`config.mk`:
```
export PLATFORM = sky130hd
export DESIGN_NAME = dp_alu
export DESIGN_NICKNAME = d
export VERILOG_FILES = /design/src/rtl/alu_pkg.sv /design/src/rtl/alu_decode.sv /design/src/rtl/alu_adder.sv /design/src/rtl/alu_logic.sv /design/src/rtl/dp_alu.sv
export SDC_FILE = /design/constraint.sdc
export NUM_CORES = 1
export LEC_CHECK = 0
export BUFFER_PORTS_ARGS = -buffer_cell sky130_fd_sc_hd__buf_2
export CAP_MARGIN = 10
export CORE_ASPECT_RATIO = 2
export CORE_MARGIN = 2
export CORE_UTILIZATION = 35
export DETAILED_ROUTE_END_ITERATION = 8
export GPL_TIMING_DRIVEN = 0
export HOLD_SLACK_MARGIN = 0.15
export SYNTH_ARGS = -nofsm -noshare
export SYNTH_HDL_FRONTEND = slang
export SYNTH_SLANG_ARGS = --single-unit
```
`constraint.sdc`:
```
create_clock -name clk -period 18.3 [get_ports clk]
set_clock_uncertainty 0.15 [all_clocks]
set_input_delay 4.575 -clock clk [delete_from_list [all_inputs] [get_ports clk]]
set_output_delay 4.575 -clock clk [all_outputs]
set_load 0.05 [all_outputs]
```
`src/rtl/alu_pkg.sv`:
```
package alu_pkg;

    localparam int OPC_W = 4;

    typedef enum logic [OPC_W-1:0] {
        OPC_AND     = 4'd0,
        OPC_XOR     = 4'd1,
        OPC_SUB     = 4'd2,
        OPC_RSUB    = 4'd3,
        OPC_ADD     = 4'd4,
        OPC_ADDC    = 4'd5,
        OPC_SUBC    = 4'd6,
        OPC_RSUBC   = 4'd7,
        OPC_TEST    = 4'd8,
        OPC_TESTEQ  = 4'd9,
        OPC_CMP     = 4'd10,
        OPC_CMPNEG  = 4'd11,
        OPC_OR      = 4'd12,
        OPC_MOVE    = 4'd13,
        OPC_CLRBITS = 4'd14,
        OPC_MOVENOT = 4'd15
    } opcode_e;

    typedef struct packed {
        logic n;
        logic z;
        logic c;
        logic v;
    } flags_t;

    typedef struct packed {
        logic is_arith;
        logic is_cmp;
        logic inv_a;
        logic inv_b;
        logic swap;
        logic cin_sel;
        logic cin_const;
    } dec_t;

endpackage

```
`src/rtl/alu_decode.sv`:
```
module alu_decode
    import alu_pkg::*;
(
    input  opcode_e op,
    output dec_t    dec
);
    always_comb begin
        dec = '0;
        unique case (op)
            OPC_ADD, OPC_CMPNEG: begin
                dec.is_arith  = 1'b1;
                dec.cin_const = 1'b0;
            end
            OPC_ADDC: begin
                dec.is_arith = 1'b1;
                dec.cin_sel  = 1'b1;
            end
            OPC_SUB, OPC_CMP: begin
                dec.is_arith  = 1'b1;
                dec.inv_b     = 1'b1;
                dec.cin_const = 1'b1;
            end
            OPC_SUBC: begin
                dec.is_arith = 1'b1;
                dec.inv_b    = 1'b1;
                dec.cin_sel  = 1'b1;
            end
            OPC_RSUB: begin
                dec.is_arith  = 1'b1;
                dec.swap      = 1'b1;
                dec.inv_a     = 1'b1;
                dec.cin_const = 1'b1;
            end
            OPC_RSUBC: begin
                dec.is_arith = 1'b1;
                dec.swap     = 1'b1;
                dec.inv_a    = 1'b1;
                dec.cin_sel  = 1'b1;
            end
            default: dec.is_arith = 1'b0;
        endcase
        dec.is_cmp = (op == OPC_TEST) || (op == OPC_TESTEQ) ||
                     (op == OPC_CMP)  || (op == OPC_CMPNEG);
    end
endmodule

```
`src/rtl/alu_adder.sv`:
```
module alu_adder #(
    parameter int W = 32
) (
    input  logic [W-1:0] x,
    input  logic [W-1:0] y,
    input  logic         cin,
    output logic [W-1:0] sum,
    output logic         cout,
    output logic         ovf
);
    localparam int MSB = W - 1;

    logic [W:0] wide;

    always_comb begin
        wide = {1'b0, x} + {1'b0, y} + {{W{1'b0}}, cin};
        sum  = wide[W-1:0];
        cout = wide[W];
        ovf  = (x[MSB] == y[MSB]) && (wide[MSB] != x[MSB]);
    end
endmodule

```
`src/rtl/alu_logic.sv`:
```
module alu_logic
    import alu_pkg::*;
#(
    parameter int W = 32
) (
    input  opcode_e      op,
    input  logic [W-1:0] a,
    input  logic [W-1:0] b,
    output logic [W-1:0] res
);
    always_comb begin
        unique case (op)
            OPC_AND, OPC_TEST:   res = a & b;
            OPC_XOR, OPC_TESTEQ: res = a ^ b;
            OPC_OR:              res = a | b;
            OPC_MOVE:            res = b;
            OPC_CLRBITS:         res = a & ~b;
            OPC_MOVENOT:         res = ~b;
            default:             res = '0;
        endcase
    end
endmodule

```
`src/rtl/dp_alu.sv`:
```
module dp_alu
    import alu_pkg::*;
#(
    parameter int W = 32
) (
    input  logic                 clk,
    input  logic                 rst_n,
    input  logic [OPC_W-1:0]     opcode,
    input  logic [W-1:0]         op_a,
    input  logic [W-1:0]         op_b,
    input  logic                 carry_in,
    input  logic                 set_flags,
    input  logic                 shift_carry,
    output logic [W-1:0]         result,
    output logic                 result_we,
    output logic                 flag_n,
    output logic                 flag_z,
    output logic                 flag_c,
    output logic                 flag_v
);
    localparam int MSB = W - 1;

    opcode_e      op;
    dec_t         dec;
    logic [W-1:0] add_x, add_y, add_sum, log_res, res_d;
    logic         add_cin, add_cout, add_ovf, upd_d;
    flags_t       flags_d, flags_q;

    assign op = opcode_e'(opcode);

    alu_decode u_dec (
        .op  (op),
        .dec (dec)
    );

    alu_adder #(.W(W)) u_add (
        .x    (add_x),
        .y    (add_y),
        .cin  (add_cin),
        .sum  (add_sum),
        .cout (add_cout),
        .ovf  (add_ovf)
    );

    alu_logic #(.W(W)) u_log (
        .op  (op),
        .a   (op_a),
        .b   (op_b),
        .res (log_res)
    );

    always_comb begin
        add_x   = dec.swap  ? op_b : op_a;
        add_y   = dec.swap  ? op_a : op_b;
        add_y   = (dec.inv_a || dec.inv_b) ? ~add_y : add_y;
        add_cin = dec.cin_sel ? carry_in : dec.cin_const;

        res_d   = dec.is_arith ? add_sum : log_res;
        upd_d   = set_flags || dec.is_cmp;

        flags_d = flags_q;
        if (upd_d) begin
            flags_d.n = res_d[MSB];
            flags_d.z = (res_d == '0);
            flags_d.c = dec.is_arith ? add_cout : shift_carry;
            flags_d.v = dec.is_arith ? add_ovf  : flags_q.v;
        end
    end

    always_ff @(posedge clk or negedge rst_n) begin
        if (!rst_n) flags_q <= '0;
        else        flags_q <= flags_d;
    end

    assign result    = res_d;
    assign result_we = !dec.is_cmp;
    assign flag_n    = flags_q.n;
    assign flag_z    = flags_q.z;
    assign flag_c    = flags_q.c;
    assign flag_v    = flags_q.v;

    // compare and test opcodes 8..11 never write a register
    p_cmp_no_write_r6: assert property (@(posedge clk) disable iff (!rst_n)
        (opcode[3:2] == 2'b10) |-> !result_we);

    // without a flag request, a non-compare operation holds the flags
    p_flags_hold_r11: assert property (@(posedge clk) disable iff (!rst_n)
        (!set_flags && opcode[3:2] != 2'b10) |=> $stable(flags_q));

    // a compare always lands its sign into N
    p_cmp_sets_n_r12: assert property (@(posedge clk) disable iff (!rst_n)
        (opcode[3:2] == 2'b10) |=> (flag_n == $past(result[MSB])));

    // zero flag follows the value computed in the updating cycle
    p_zero_r7: assert property (@(posedge clk) disable iff (!rst_n)
        (set_flags || opcode[3:2] == 2'b10) |=> (flag_z == ($past(result) == '0)));

    // logical and move operations leave V alone, C follows shifter
    p_logic_v_r10: assert property (@(posedge clk) disable iff (!rst_n)
        (set_flags && !dec.is_arith) |=> ($stable(flag_v) && flag_c == $past(shift_carry)));

endmodule

```
**After elaboration in Yosys (flattened, before gate mapping)**

Cells that the tools add are included.

- Bits in registers: 4
- Output and inout port bits: 37

- Multiplexer cells: 12
- Add/sub/neg operators: 2
- Reduce and logical (&&, ||, !) cells: 17
- Equal/unequal tests: 17
- Bitwise operators: 6

Operators with widths:

| operator | count |
|---|---|
| 32-bit one-hot mux with 6 select lines | 1 |
| 32-bit two-way mux | 4 |
| 32-bit bitwise AND | 2 |
| 32-bit inverter | 2 |
| 32-bit by 32-bit adder with 33-bit output | 1 |
| 33-bit by 1-bit adder with 33-bit output | 1 |
| 4-bit equality test, second input constant | 8 |
| 32-bit zero test | 1 |
| 32-bit bitwise OR | 1 |
| 32-bit XOR | 1 |
| 4-bit by 3-bit equality test with 1-bit output, second input constant | 4 |
| 3-bit OR reduction | 3 |
| 4-bit by 2-bit equality test with 1-bit output, second input constant | 2 |
| 8-bit OR reduction | 1 |
| 1-bit two-way mux | 7 |
| 2-bit OR reduction | 3 |
| 1-bit logical OR | 5 |
| 4-bit by 1-bit equality test with 1-bit output, second input constant | 1 |
| 4-bit zero test | 1 |
| 2-bit AND reduction | 1 |
| 1-bit equality test | 1 |
| 1-bit logical AND | 1 |
| 1-bit zero test | 1 |
| 1-bit != test | 1 |

**Logic depth before layout (Yosys ltp)**

- Word-level depth: 10
- Mapped depth: 24

**Cells and area by module**

From an unflattened synthesis, not the netlist that was laid out.

- Cell total of the unflattened synthesis: 716
- Area total of the unflattened synthesis: 6029.5 um2

Modules (own cells, without submodules):

| module | area each (um2) | cells an instance | instances |
|---|---|---|---|
| alu_logic | 2519.9 | 294 | 1 |
| dp_alu | 1747.9 | 183 | 1 |
| alu_adder | 1686.6 | 228 | 1 |
| alu_decode | 75.1 | 11 | 1 |

**Worst setup path before layout**

OpenSTA, ideal clock, no wires.

- Path kind: input to output
- Start: in opcode[1]
- End: out result[20]
- Arrival time: 10.550 ns
- Buffers on the path: 8
- Stages: 20
- Path slack: 3.025 ns
- Cells stage by stage: buf_2 -> buf_2 -> buf_1 -> clkbuf_1 -> clkbuf_1 -> clkbuf_1 -> nand3b_1 -> clkbuf_1 -> clkbuf_1 -> nor2_1 -> a21oi_1 -> xor2_1 -> fa_1 -> fa_1 -> a21o_1 -> a221o_2 -> a211oi_1 -> o41ai_1 -> xnor2_1 -> o21ai_0

- Cells in the longest elaborated chain, start to end: 9
- Elaborated cells between the ends (all ways): 38
- Those cells by class: add/sub (2); eq/ne (15); mux (11); bitwise (1); reduce/logical (9)

RTL lines:

| element | RTL line | source |
|---|---|---|
| start: declaration | dp_alu.sv:8 | `input logic [OPC_W-1:0] opcode,` |
| 4-bit by 2-bit equality test with 1-bit output / 4-bit by 3-bit equality test with 1-bit output (equally long branches) | alu_decode.sv:9 | `unique case (op)` |
| 2-bit OR reduction (no line) | n/a |  |
| 1-bit two-way mux | alu_decode.sv:9 |  |
| 32-bit two-way mux | dp_alu.sv:54 | `add_y = dec.swap ? op_a : op_b;` |
| 32-bit inverter | dp_alu.sv:55 | `add_y = (dec.inv_a \|\| dec.inv_b) ? ~add_y : add_y;` |
| 32-bit two-way mux | dp_alu.sv:55 |  |
| 32-bit by 32-bit adder with 33-bit output | alu_adder.sv:16 | `wide = {1'b0, x} + {1'b0, y} + {{W{1'b0}}, cin};` |
| 33-bit by 1-bit adder with 33-bit output | alu_adder.sv:16 |  |
| 32-bit two-way mux (*) | dp_alu.sv:58 | `res_d = dec.is_arith ? add_sum : log_res;` |
| end: declaration | dp_alu.sv:14 | `output logic [W-1:0] result,` |

Mark *: on every way between the ends. The rest lies on a longest branch, timed or not.

**Worst setup path in the final report**

- Start: in opcode[1]
- End: out result[28]

Same word-level chain as after synthesis.

==> metrics.md <==
| Metric | Value |
|---|---|
| Post-Route WL | 26200 um |
| First drt pass iteration count | 5 |
| R2r setup slk | 17.41 ns |
| Total CTS buffers | 3 |
| CP max FO | 10 |
| FFs w/ async S/R, synth | 100% |
| Chip Width | 93.3 um |
| Yosys cell types | between 70 and 80 |
| Num rows | 65 |
| RSZ-0062 raised after global routing | no |
| Crit path buf inv count | 10 |
| Slowest stage delay, CP | 0.61 ns |
| Post-Syn Instances | roughly 890 |
| Max cap viols | 0 |
| Placer Congestion | 1.04 |
| Cts repair resizes | 0 |
| Post-DP HPWL | 20800 um |
| Worst setup path end | result[28] |
| Antenna cells | 0 |
| Layout cells sized above 1 | between 10% and 20% |
| Tot Pwr | between 400 and 500 uW |
| Port-buffer cells | 108 |
| Postcts setup bufs | 0 |
| Setup ws final | between 1 and 1.5 ns |
| Ys flop type | dfrtp_1 |
| Hold Crit Depth | 1 |
| Critical path, cell by cell | buf_2, buf_2, buf_2, buf_1, clkbuf_1, clkbuf_1, clkbuf_1, nand3b_1, clkbuf_1, clkbuf_1, nor2_1, a21oi_1, xor2_1, fa_1, fa_1, a21o_1, a221o_2, a211oi_1, o41ai_1, a211oi_1, mux2i_1, or4_1, buf_2 |
| All-Layer GR Usage | 30.1% |
| Fill cell count | 1780 |
| Seq/Total Area, Yosys | between 1.5 and 2% |
| First-pass GRT wire length | 39400 um |
| Worst min-delay path category | register to register |
| Worst Setup Start Kind | input pin |
| Die Ht | approximately 180 um |
| CTS tree | yes |
| Clock transition at path regs | 0.03 ns |
| Syn Area/Cell | 6.26 um^2 |
| Vias in the first global route | 7356 |
| Hold buffer count at cts | 0 |
| CTS root buf | clkbuf_16 |
| Clk sinks | 4 |
| Worst path slowest cell | clkbuf_1 |
| Antenna violations before repair | 1 |
| Max Root-Sink Buffers | 2 |
| Max Slew Vio Count | 0 |
| Syn_nets | 1030 |
| Critical Path End Type | output port |
| Worst r2r dst | flag_n$_DFFE_PN0P_ |
| Req. time, crit path | 13.58 ns |
| Depth of the CTS H-tree | 1 |
| Setup tns final | 0 ns |
| Yosys warns | 0 |
| Final #Nets | 1143 |
| Crit-path leading delay family | buffers and inverters |
| Core Region | ~16000 um^2 |
| Max rail drop VDD | 51.4 uV |
| Post-route ant nets | 0 |
| Total global routing overflow | 0 |
| Final Cycle Share | 93.2% |
| Residual DRC | 0 |
| Setup CP Type | input pin to output port |
| Post-Syn Area | 5590 um^2 |
| Crit path top cell by count | clkbuf_1 |
| Leak | 3.05 nW |
| Status | finished, final reports clean |
| Largest net degree at the start of global routing | 11 |
| Max-Slew Margin vs Limit | 27.9% |
| Cell depth of the worst setup path | 23 |
| Minimum clock period | 17.06 ns |
| Via density | 6.12 |
| DR vias | 7366 |
| Final hold vios | 0 |
| Setup WS pre-CTS | 1.36 ns |
| Data arrival time of the critical path | 12.33 ns |
| Clk_lat worst skew | about 0.23 ns |
| Initial DRC Count | 568 |
| Fmax | 58.6 MHz |
| #FFs+latches synth | 4 |
| DIE AREA | 17000 um^2 |
| I/O Pins | 110 |
| Worst Max-Slew Pin Slew | 1.08 ns |
| Starting Density | 35.6% |
| Routed WL per cell | 21.8 um |
| EDFF count, synth | 0 |
| Final setup viols | 0 |
| RR Startpoint | flag_n$_DFFE_PN0P_ |
| Critical path startpoint | opcode[1] |
| PwrDens | 68.4 nW/um^2 |
| Depth of the most critical reg-to-reg path | 1 |
| Area Overhead vs Synth | 15.5% |
==> cells in the final DEF (no fill, tap or decap), types with 5 or more instances in the layout <==
| cell type | netlist | final |
|---|---|---|
| a211oi_1 | 6 | 6 |
| o21ai_0 | 90 | 90 |
| nand3_1 | 30 | 30 |
| xor2_1 | 48 | 48 |
| a21oi_1 | 93 | 93 |
| nor3_1 | 16 | 16 |
| xnor2_1 | 29 | 29 |
| ha_1 | 63 | 63 |
| or4_1 | 5 | 5 |
| o211ai_1 | 11 | 11 |
| clkbuf_1 | 43 | 43 |
| inv_1 | 77 | 77 |
| nand3b_1 | 5 | 5 |
| o221ai_1 | 9 | 9 |
| a21o_1 | 13 | 13 |
| nand4_1 | 8 | 8 |
| buf_2 | 8 | 116 |
| a31oi_1 | 20 | 20 |
| o22ai_1 | 5 | 5 |
| nor2_1 | 72 | 72 |
| or3_1 | 8 | 8 |
| mux2i_1 | 8 | 8 |
| a211o_1 | 6 | 6 |
| a32oi_1 | 7 | 7 |
| buf_1 | 7 | 7 |
| o31ai_1 | 7 | 7 |
| nand2_1 | 99 | 99 |
==> layer usage <==
layer | global-route usage (%) | share of wire, %
met1 | 29.3 | 34
met2 | 53.8 | 49
met3 | 2.77 | 5.5
met4 | 28.1 | 11
met5 | 0 | 0.046
==> synth_stat cells (all sizes together), types with 6 or more instances <==
cell type	instances	share of area, %
a211oi	6	0.81
nor2	74	5.2
nand4	8	0.90
xor2	48	7.5
xnor2	29	4.5
o21ai	91	8.2
a211o	6	0.94
clkbuf	44	3.0
mux2i	8	1.4
nor3	16	1.4
inv	78	5.2
ha	63	14
o211ai	11	1.5
a21oi	93	8.3
buf	19	2.0
a32oi	7	1.1
o221ai	9	1.4
a21o	13	1.7
or3	8	0.90
nand2	99	6.7
o31ai	7	0.94
a31oi	20	2.2
nand3	30	2.7
==> registers in the layout (all words and copies together) (netlist names) <==
signal	count
flag_v	1
flag_n	1
flag_z	1
flag_c	1
==> kinds of logic after synthesis <==
logic type | share of synthesized area (%)
and+or+nand+nor | 24.0
buffers and inverters | 10.3
muxes | 2.04
AOI/OAI and AO/OA | 35.0
adders and majority gates | 14.8
DFF | 1.79
xor gates and xnor gates | 12.1
==> cell type report <==
class | count | area [um^2] | share of cell area, %
multi-input combinational | 747 | 4910 | 76.1
timing repair buffer | 108 | 541 | 8.38
inverter | 78 | 293 | 4.54
buffer | 63 | 280 | 4.34
tap | 201 | 251 | 3.90
sequential | 4 | 100 | 1.55
clock buffer | 3 | 75.1 | 1.16
==> worst min-delay path by stage <==
stage	slack, ns	startpoint	endpoint
floorplan	0.61	flag_c$_DFFE_PN0P_	flag_c$_DFFE_PN0P_
global route	0.37	flag_n$_DFFE_PN0P_	flag_n$_DFFE_PN0P_
global placement	0.33	flag_c$_DFFE_PN0P_	flag_c$_DFFE_PN0P_
detailed placement	0.33	flag_c$_DFFE_PN0P_	flag_c$_DFFE_PN0P_
CTS	0.35	flag_n$_DFFE_PN0P_	flag_n$_DFFE_PN0P_
finish	0.35	flag_n$_DFFE_PN0P_	flag_n$_DFFE_PN0P_
==> power by group <==
| part | switching (mW) | total, mW | internal (mW) |
|---|---|---|---|
| Sequential | 0.000902 | 0.0117 | 0.0108 |
| Clock | 0.00660 | 0.0345 | 0.0280 |
| Combinational | 0.275 | 0.395 | 0.120 |
==> per-stage QoR <==
stage	cells	util, %	cell area (um^2)	hold WS, ns
3_5_place_dp	1201	40.6	6380	0.331
4_1_cts	1204	41.1	6450	0.351
6_report	1204	41.1	6450	0.350
2_1_floorplan	892	-	5590	0.605
3_3_place_gp	1201	40.6	6380	0.327
5_1_grt	1204	41.1	6450	0.369
(Power assumes the default switching activity.)
